$ cat config.mk
export PLATFORM = sky130hd
export DESIGN_NAME = ir_mod_timer
export DESIGN_NICKNAME = d
export VERILOG_FILES = /design/src/rtl/irt_pkg.sv /design/src/rtl/irt_prescaler.sv /design/src/rtl/irt_control.sv /design/src/rtl/irt_datapath.sv /design/src/rtl/ir_mod_timer.sv
export SDC_FILE = /design/constraint.sdc
export NUM_CORES = 1
export LEC_CHECK = 0
export BUFFER_PORTS_ARGS = -buffer_cell sky130_fd_sc_hd__buf_2
export CAP_MARGIN = 20
export CORE_MARGIN = 1.5
export CORE_UTILIZATION = 50
export CTS_CLUSTER_DIAMETER = 60
export DETAILED_ROUTE_END_ITERATION = 16
export PLACE_DENSITY = 0.67
export SLEW_MARGIN = 10
export SYNTH_ARGS = -nofsm -noshare
export SYNTH_HDL_FRONTEND = slang
export SYNTH_SLANG_ARGS = --single-unit
export TNS_END_PERCENT = 1
$ cat constraint.sdc
create_clock -name clk -period 4.7 [get_ports clk]
set_input_delay 0.47 -clock clk [delete_from_list [all_inputs] [get_ports clk]]
set_output_delay 0.47 -clock clk [all_outputs]
set_load 0.01 [all_outputs]
$ cat src/rtl/irt_pkg.sv
package irt_pkg;
  localparam int NCH    = 5;
  localparam int CNT_W  = 16;
  localparam int CAR_W  = 8;
  localparam int PRE_W  = 3;
  localparam int ADDR_W = 4;
  localparam int MODE_W = 3;

  localparam logic [ADDR_W-1:0] A_CTRL  = 4'd0;
  localparam logic [ADDR_W-1:0] A_PER   = 4'd1;
  localparam logic [ADDR_W-1:0] A_CMP0  = 4'd2;
  localparam logic [ADDR_W-1:0] A_MODE  = 4'd7;
  localparam logic [ADDR_W-1:0] A_CCTRL = 4'd8;
  localparam logic [ADDR_W-1:0] A_CREG  = 4'd9;
  localparam logic [ADDR_W-1:0] A_FLAG  = 4'd10;
  localparam logic [ADDR_W-1:0] A_CAP0  = 4'd11;

  typedef struct packed {
    logic           mainRun;
    logic           carRun;
    logic           irMode;
    logic           mainTick;
    logic           carTick;
    logic [NCH-1:0] flagClr;
  } strobe_t;
endpackage

$ cat src/rtl/irt_prescaler.sv
module irt_prescaler #(
  parameter int SEL_W = 3
) (
  input  logic             clk,
  input  logic             rstN,
  input  logic             run,
  input  logic [SEL_W-1:0] sel,
  output logic             tick
);
  localparam int DIV_W = (1 << SEL_W) - 1;

  logic [DIV_W-1:0] divCnt;
  logic [DIV_W-1:0] mask;

  always_comb begin
    mask = DIV_W'((32'd1 << sel) - 32'd1);
    tick = run && ((divCnt & mask) == mask);
  end

  always_ff @(posedge clk) begin
    if (!rstN || !run) divCnt <= '0;
    else               divCnt <= divCnt + 1'b1;
  end
endmodule

$ cat src/rtl/irt_control.sv
module irt_control
  import irt_pkg::*;
(
  input  logic                          clk,
  input  logic                          rstN,
  input  logic                          regWe,
  input  logic [ADDR_W-1:0]             regAddr,
  input  logic [CNT_W-1:0]              regWdata,
  output logic [CNT_W-1:0]              regRdata,
  input  logic [NCH-1:0]                capFlag,
  input  logic [NCH-1:0][CNT_W-1:0]     capVal,
  output strobe_t                       stb,
  output logic [CNT_W-1:0]              mainPerSh,
  output logic [NCH-1:0][CNT_W-1:0]     cmpSh,
  output logic [NCH-1:0][MODE_W-1:0]    chanMode,
  output logic [CAR_W-1:0]              carPerSh,
  output logic [CAR_W-1:0]              carCmpSh
);
  logic [PRE_W+1:0]       mainCtrl;
  logic [PRE_W:0]         carCtrl;
  logic [CNT_W-1:0]       carReg;
  logic [NCH*MODE_W-1:0]  modeReg;
  logic                   mainTick;
  logic                   carTick;

  always_ff @(posedge clk) begin
    if (!rstN) begin
      mainCtrl  <= '0;
      carCtrl   <= '0;
      carReg    <= '0;
      modeReg   <= '0;
      mainPerSh <= '0;
      cmpSh     <= '0;
    end else if (regWe) begin
      if (regAddr == A_CTRL)  mainCtrl  <= regWdata[PRE_W+1:0];
      if (regAddr == A_PER)   mainPerSh <= regWdata;
      if (regAddr == A_MODE)  modeReg   <= regWdata[NCH*MODE_W-1:0];
      if (regAddr == A_CCTRL) carCtrl   <= regWdata[PRE_W:0];
      if (regAddr == A_CREG)  carReg    <= regWdata;
      for (int i = 0; i < NCH; i++)
        if (regAddr == ADDR_W'(A_CMP0 + i)) cmpSh[i] <= regWdata;
    end
  end

  irt_prescaler #(.SEL_W(PRE_W)) u_mainPre (
    .clk(clk), .rstN(rstN), .run(mainCtrl[PRE_W]),
    .sel(mainCtrl[PRE_W-1:0]), .tick(mainTick)
  );

  irt_prescaler #(.SEL_W(PRE_W)) u_carPre (
    .clk(clk), .rstN(rstN), .run(carCtrl[PRE_W]),
    .sel(carCtrl[PRE_W-1:0]), .tick(carTick)
  );

  always_comb begin
    stb.mainRun  = mainCtrl[PRE_W];
    stb.irMode   = mainCtrl[PRE_W+1];
    stb.carRun   = carCtrl[PRE_W];
    stb.mainTick = mainTick;
    stb.carTick  = carTick;
    stb.flagClr  = (regWe && regAddr == A_FLAG) ? regWdata[NCH-1:0] : '0;
    carPerSh     = carReg[CAR_W-1:0];
    carCmpSh     = carReg[CAR_W +: CAR_W];
    for (int i = 0; i < NCH; i++)
      chanMode[i] = modeReg[i*MODE_W +: MODE_W];
  end

  always_comb begin
    regRdata = '0;
    case (regAddr)
      A_CTRL:  regRdata = CNT_W'(mainCtrl);
      A_PER:   regRdata = mainPerSh;
      A_MODE:  regRdata = CNT_W'(modeReg);
      A_CCTRL: regRdata = CNT_W'(carCtrl);
      A_CREG:  regRdata = carReg;
      A_FLAG:  regRdata = CNT_W'(capFlag);
      default: ;
    endcase
    for (int i = 0; i < NCH; i++) begin
      if (regAddr == ADDR_W'(A_CMP0 + i)) regRdata = cmpSh[i];
      if (regAddr == ADDR_W'(A_CAP0 + i)) regRdata = capVal[i];
    end
  end
endmodule

$ cat src/rtl/irt_datapath.sv
module irt_datapath
  import irt_pkg::*;
(
  input  logic                          clk,
  input  logic                          rstN,
  input  strobe_t                       stb,
  input  logic [CNT_W-1:0]              mainPerSh,
  input  logic [NCH-1:0][CNT_W-1:0]     cmpSh,
  input  logic [NCH-1:0][MODE_W-1:0]    chanMode,
  input  logic [CAR_W-1:0]              carPerSh,
  input  logic [CAR_W-1:0]              carCmpSh,
  input  logic [NCH-1:0]                capIn,
  output logic [NCH-1:0]                chanOut,
  output logic                          carOut,
  output logic                          irOut,
  output logic [NCH-1:0]                capFlag,
  output logic [NCH-1:0][CNT_W-1:0]     capVal,
  output logic [CNT_W-1:0]              mainCnt,
  output logic [CNT_W-1:0]              mainPerAct,
  output logic [CAR_W-1:0]              carCnt,
  output logic [CAR_W-1:0]              carPerAct
);
  logic [CAR_W-1:0]          carCmpAct;
  logic [NCH-1:0][CNT_W-1:0] cmpAct;
  logic                      carWrap;
  logic                      mainStep;
  logic                      mainWrap;

  always_comb begin
    carWrap  = stb.carTick && (carCnt >= carPerAct);
    mainStep = stb.irMode ? carWrap : stb.mainTick;
    mainWrap = mainStep && (mainCnt >= mainPerAct);
  end

  // carrier counter with buffered period and compare
  always_ff @(posedge clk) begin
    if (!rstN) begin
      carCnt    <= '0;
      carPerAct <= '0;
      carCmpAct <= '0;
    end else begin
      if (!stb.carRun || carWrap) begin
        carPerAct <= carPerSh;
        carCmpAct <= carCmpSh;
      end
      if (!stb.carRun || carWrap) carCnt <= '0;
      else if (stb.carTick)       carCnt <= carCnt + 1'b1;
    end
  end

  // main counter with buffered period and compares
  always_ff @(posedge clk) begin
    if (!rstN) begin
      mainCnt    <= '0;
      mainPerAct <= '0;
      cmpAct     <= '0;
    end else begin
      if (!stb.mainRun || mainWrap) begin
        mainPerAct <= mainPerSh;
        cmpAct     <= cmpSh;
      end
      if (!stb.mainRun || mainWrap) mainCnt <= '0;
      else if (mainStep)            mainCnt <= mainCnt + 1'b1;
    end
  end

  assign carOut = stb.carRun && (carCnt < carCmpAct);
  assign irOut  = stb.irMode && chanOut[0] && carOut;

  for (genvar g = 0; g < NCH; g++) begin : g_chan
    logic prevIn;
    logic edgeHit;

    assign chanOut[g] = stb.mainRun && !chanMode[g][0] && (mainCnt < cmpAct[g]);
    assign edgeHit = stb.mainRun && chanMode[g][0] &&
                     ((chanMode[g][1] && capIn[g] && !prevIn) ||
                      (chanMode[g][2] && !capIn[g] && prevIn));

    always_ff @(posedge clk) begin
      if (!rstN) begin
        prevIn     <= 1'b0;
        capVal[g]  <= '0;
        capFlag[g] <= 1'b0;
      end else begin
        prevIn     <= capIn[g];
        if (edgeHit) capVal[g] <= mainCnt;
        capFlag[g] <= edgeHit || (capFlag[g] && !stb.flagClr[g]);
      end
    end
  end
endmodule

$ cat src/rtl/ir_mod_timer.sv
module ir_mod_timer
  import irt_pkg::*;
(
  input  logic              clk,
  input  logic              rstN,
  input  logic              regWe,
  input  logic [ADDR_W-1:0] regAddr,
  input  logic [CNT_W-1:0]  regWdata,
  output logic [CNT_W-1:0]  regRdata,
  input  logic [NCH-1:0]    capIn,
  output logic [NCH-1:0]    chanOut,
  output logic              carOut,
  output logic              irOut,
  output logic [NCH-1:0]    capFlag
);
  strobe_t                       stb;
  logic [CNT_W-1:0]              mainPerSh;
  logic [NCH-1:0][CNT_W-1:0]     cmpSh;
  logic [NCH-1:0][MODE_W-1:0]    chanMode;
  logic [CAR_W-1:0]              carPerSh;
  logic [CAR_W-1:0]              carCmpSh;
  logic [NCH-1:0][CNT_W-1:0]     capVal;
  logic [CNT_W-1:0]              mainCnt;
  logic [CNT_W-1:0]              mainPerAct;
  logic [CAR_W-1:0]              carCnt;
  logic [CAR_W-1:0]              carPerAct;

  irt_control u_ctrl (
    .clk(clk), .rstN(rstN), .regWe(regWe), .regAddr(regAddr),
    .regWdata(regWdata), .regRdata(regRdata), .capFlag(capFlag),
    .capVal(capVal), .stb(stb), .mainPerSh(mainPerSh), .cmpSh(cmpSh),
    .chanMode(chanMode), .carPerSh(carPerSh), .carCmpSh(carCmpSh)
  );

  irt_datapath u_dp (
    .clk(clk), .rstN(rstN), .stb(stb), .mainPerSh(mainPerSh),
    .cmpSh(cmpSh), .chanMode(chanMode), .carPerSh(carPerSh),
    .carCmpSh(carCmpSh), .capIn(capIn), .chanOut(chanOut),
    .carOut(carOut), .irOut(irOut), .capFlag(capFlag), .capVal(capVal),
    .mainCnt(mainCnt), .mainPerAct(mainPerAct), .carCnt(carCnt),
    .carPerAct(carPerAct)
  );
endmodule

== Word level (Yosys, flattened, before mapping) ==
Index checks and enable logic that the tools add are counted.
Operators by class
  add/subtract/negate cells: 6
  $lt $le $gt $ge: 8
  eq/ne operators: 17
  shift-type cells: 2
  mux-type cells: 13
  bitwise gates (word level): 3
  reduce and logical (&&, ||, !) cells: 103
Operators with widths (number)
  16-bit two-way mux: 10
  16-bit case mux with 6 select lines: 1
  16-bit less-than comparator: 5
  1-bit logical AND: 53
  4-bit == test, second input constant: 8
  1-bit zero test: 23
  2-bit AND reduction: 10
  16-bit by 1-bit adder with 16-bit output, second input constant: 1
  4-bit by 3-bit == test with 1-bit output, second input constant: 4
  16-bit greater-or-equal comparator: 1
  7-bit by 1-bit adder with 7-bit output, second input constant: 2
  7-bit bitwise AND: 2
  7-bit == test: 2
  1-bit logical OR: 14
  1-bit by 3-bit << shifter with 7-bit output, first input constant: 2
  7-bit by 1-bit subtractor with 7-bit output, second input constant: 2
  8-bit by 1-bit adder with 8-bit output, second input constant: 1
  4-bit by 2-bit == test with 1-bit output, second input constant: 2
  8-bit greater-or-equal comparator: 1
  8-bit less-than comparator: 1
  5-bit two-way mux: 1
  4-bit by 1-bit == test with 1-bit output, second input constant: 1
  4-bit zero test: 1
  2-bit OR reduction: 2
  2 further kinds: 2
Storage, ports and cells
  register bits: 376
  input bits: 28
  output and inout port bits: 28
  word-level logic and storage cells: 189

== Depth between registers and ports, before layout ==
  word-level depth: 12
  gate-level depth with buffers: 13
  gate-level depth less buffers: 9

== By module ==
A second synthesis with hierarchy kept.
Unflattened totals
  cells, all modules: 2385
  area, all modules: 19971.7 µm²
Modules (own cells, without submodules)
  irt_datapath: times used 1, cells each 1297, area an instance 11453.5 µm², sequential area each 4524.3 µm²
  irt_control: times used 1, cells each 1014, area an instance 7877.6 µm², sequential area each 2722.6 µm²
  irt_prescaler: times used 2, cells each 37, area an instance 320.3 µm², sequential area each 140.1 µm²

== Worst setup path after synthesis ==
Ideal clock, no wire load.
  path type: input-to-output
  start: input regAddr[0]
  end: output regRdata[14]
  arrival time: 2.340 ns
  required time: 4.230 ns
  slack: 1.890 ns
  stages on the path: 7
  buffers on the path: 1
  cells stage by stage: clkbuf_1 > nand2_1 > nor3_1 > a222oi_1 > a221oi_1 > a211oi_1 > o21ai_0
Between the ends
  longest elaborated chain between the ends: 12
  elaborated cells on any way between the ends: 27
  classes of those cells: eq/ne: 15; mux: 11; reduce/logical: 1
Ends and longest elaborated chain
  from (decl): RTL line ir_mod_timer.sv:7  | input logic [ADDR_W-1:0] regAddr,
  4-bit == test (tied with other cells): RTL line irt_control.sv:70  | case (regAddr)
  16-bit case mux with 6 select lines: RTL line irt_control.sv:70
  16-bit two-way mux: RTL line irt_control.sv:80  | if (regAddr == ADDR_W'(A_CMP0 + i)) regRdata = cmpSh[i];
  16-bit two-way mux: RTL line irt_control.sv:81  | if (regAddr == ADDR_W'(A_CAP0 + i)) regRdata = capVal[i];
  16-bit two-way mux: RTL line irt_control.sv:80
  16-bit two-way mux: RTL line irt_control.sv:81
  16-bit two-way mux: RTL line irt_control.sv:80
  16-bit two-way mux: RTL line irt_control.sv:81
  16-bit two-way mux: RTL line irt_control.sv:80
  16-bit two-way mux: RTL line irt_control.sv:81
  16-bit two-way mux: RTL line irt_control.sv:80
  16-bit two-way mux *: RTL line irt_control.sv:81
  to (decl): RTL line ir_mod_timer.sv:9  | output logic [CNT_W-1:0] regRdata,
Every way passes the cells marked *; elsewhere a longest branch is shown, timed or not.

== Worst setup path in the final report ==
  start: input regAddr[2]
  end: output regRdata[7]
Same word-level chain as after synthesis.

==> impl_metrics.toml <==
[yosys]
synth_async_sr_flop_share = 0
synth_cell_types = 60
syn_area_sq_um = 18900
synth.area.mux_share = 0.0624
synth_fa_ha_area_frac = 0.0729
yosysWarningCount = 0
synth_simple_gate_area_share = 0.209
synthXorXnorAreaFrac = 0.00789
syn-num-nets = 2451
synth_compound_area_frac = 0.188
synth_top_family_by_area = "simple AND/OR/NAND/NOR gates"
yosysSeqAreaShare = 0.399
ys_seq_elements = 376
syn_inst = 2313
synth_ff_type = "dfxtp_1"
synth_area_per_cell_sq_um = 8.16
synth_edf_count = 0

[placed_design]
place.gp.congestion = 0.941
io_buffers = 55
pre_cts_slack_ns = 1.16
place_hpwl_um = 43700

[cts]
cts_buffers = 42
cts_tree = "yes"
worstSkewPairLatency_ns = 0.55
cts.sinks = 376
clockBufferDepth = 3
holdBufCountCts = 0
ctsResizeCount = 0
htree_levels = 2
cts_root_buf = "clkbuf_16"
clk_pin_slew_ns = 0.06
post-cts-setup-buffers = 0

[sta]
skew_ns = 0.0162
finalSetupViolations = 0
period_share = 0.791
final_max_slew_viol_count = 0
tightest_slew_ns = 1.18
setup_tns_ns = 0
hold_ws_ns = 0.164
setup_ws_ns = 0.984
period_minus_slack_ns = 3.72
rsz0062_at_grt = "no"
slew_headroom = 0.211
max_freq_ghz = 0.269
hold_violations = 0

[critical_path]
cp_max_fo = 34
rrSetupSlack_ns = 1.53
r2r_cells = 7
crit_slowest_cell = "nor3_1"
cp-start-kind = "input port"
worst-path-buf-inv = 3
r2r_end = "u_dp.mainCnt[3]"
critPathTopFamily = "simple AND/OR/NAND/NOR gates"
critical_path.endpoint_type = "output pin"
crit_arrival_ns = 3.25
crit_type = "in -> out"
slowest_delay_ns = 0.78
cp_cell_sequence = "buf_2, buf_4, nand2b_1, nor3_1, a22oi_1, nor3_1, a21oi_1, nand3_1, buf_2"
reg2reg_from = "u_dp.mainCnt[12]"
required_ns = 4.23

[route]
routedWlPerCell_um = 22.2
drt_wl_total_um = 62600
avgViaCountPerCell = 5.91
drtIter0Drc = 2003
drcViolationCount = 0
dr.pass1.iters = 7
antenna_left = 0
via_count = 16659

[min_path]
hold_depth = 2
worst_hold_path.endpoint = "u_dp.g_chan[1].prevIn"
hold_path.startpoint = "capIn[1]"
min_path_type = "in -> reg"

[global_route]
grt_pass1_vias = 15386
grt_overflow = 0
grt_max_degree = 216
grt_util_all_layers = 0.320
antenna_found_initial = 1
grt_pass1_wl_um = 94800

[run_status]
status = "completed"

[die]
core_sq_um = 36900
die_w_um = 197
ioPinCount = 56
dieArea_sq_um = 38900
die_h_um = 197
initial_core_util = 0.512
rows = 70

[finish]
area_growth_pct = 11.1
layout.nets = 2422
drive_gt1_frac = 0.0764
antenna_cells = 0

[power]
power.density_nw_per_um2 = 341
p_leak_nw = 7.44
peakVddDrop_mv = 0.295

[flow_run]
drv_cap = 0
==> metrics by stage <==
| stage | power, W | util | instance area, sq um | instances |
|---|---|---|---|---|
| after floorplan | 0.00354 | - | 18900 | 2313 |
| after global placement | 0.00368 | 0.527 | 19400 | 2742 |
| final | 0.00716 | 0.569 | 21000 | 2820 |
| after detailed placement | 0.00368 | 0.527 | 19400 | 2743 |
| after global routing | 0.00733 | 0.569 | 21000 | 2820 |
| after CTS | 0.00717 | 0.568 | 20900 | 2819 |
==> cells by family (layout without fill, tap and decap cells) <==
kind of cell	Yosys count	after routing
AND/OR/NAND/NOR	857	857
buffers and inverters	291	294
XOR/XNOR	17	17
flip-flops	376	376
adder cells (fa/ha/maj)	110	110
AO/OA/AOI/OAI	546	546
multiplexers	116	116
==> layout make-up <==
cell class	count	area [sq um]
Timing Repair Buffer	96	646
Tap cell	504	631
Sequential cell	376	7530
Inverter	122	458
Clock inverter	15	213
Multi-Input combinational cell	1646	10200
Clock buffer	61	1290
Fill cell	3376	15900
==> sequential cells by signal, summed over array words and instances (netlist names), 15 cells and up <==
register and cells:
u_ctrl.mainPerSh 16, u_ctrl.carReg 16, u_ctrl.chanMode 15, u_ctrl.cmpSh 80
u_dp.mainPerAct 16, u_dp.capVal 80, u_dp.mainCnt 16, u_dp.cmpAct 80
==> routing by layer <==
metal  track usage  part of all wire  vias to the layer above
met1         0.456              0.44                     7888
met2         0.498              0.44                      754
li1              -                 -                     7896
met3        0.0411             0.085                      121
met5             0                 0                        -
met4         0.107             0.032                        0
==> worst max-delay path by stage <==
stage              endpoint  depth (start not counted)  slack [ns]             from
6_report        regRdata[7]                          9        0.98       regAddr[2]
5_1_grt         regRdata[7]                          9        0.87       regAddr[2]
4_1_cts          chanOut[2]                          8        1.08  u_dp.mainCnt[1]
3_5_place_dp    regRdata[7]                          9        1.16       regAddr[2]
3_3_place_gp   regRdata[15]                          9        1.12       regAddr[1]
2_1_floorplan  regRdata[14]                          7        1.89       regAddr[0]
==> power by group <==
group	internal (W)	switching, W
clock	0.00217	0.00136
sequential	0.00321	0.0000261
combinational	0.000115	0.000269
==> placed cells by master (no fill, tap or decap), types with 11 or more instances in the layout <==
cell type / instances
nand2_1: 442
dfxtp_1: 376
nand3_1: 131
inv_1: 122
nor2b_1: 121
a21boi_0: 121
mux2i_1: 112
ha_1: 110
o21ai_0: 92
o21ai_1: 82
a21oi_1: 79
nor2_1: 61
buf_2: 54
clkbuf_16: 45
buf_4: 37
a21o_1: 28
nor3_1: 23
and3_1: 21
a211oi_1: 19
o22ai_1: 16
nand4_1: 16
a222oi_1: 15
xor2_1: 12
nand2b_1: 11
a22oi_1: 11
==> synthesized netlist by cell type, drive strengths merged, types with 19 or more instances <==
| master | n | area, sq um |
|---|---|---|
| dfxtp | 376 | 7530 |
| nor2b | 121 | 757 |
| nand2 | 442 | 1660 |
| and3 | 21 | 131 |
| clkbuf | 124 | 465 |
| a21boi | 131 | 983 |
| a21oi | 79 | 395 |
| nand3 | 131 | 656 |
| ha | 110 | 1380 |
| mux2i | 112 | 1120 |
| nor3 | 23 | 115 |
| a211oi | 19 | 143 |
| nor2 | 62 | 235 |
| a21o | 28 | 210 |
| o21ai | 174 | 871 |
| inv | 122 | 458 |
| buf | 45 | 230 |
Note: power is estimated with default switching activity, not from simulation.
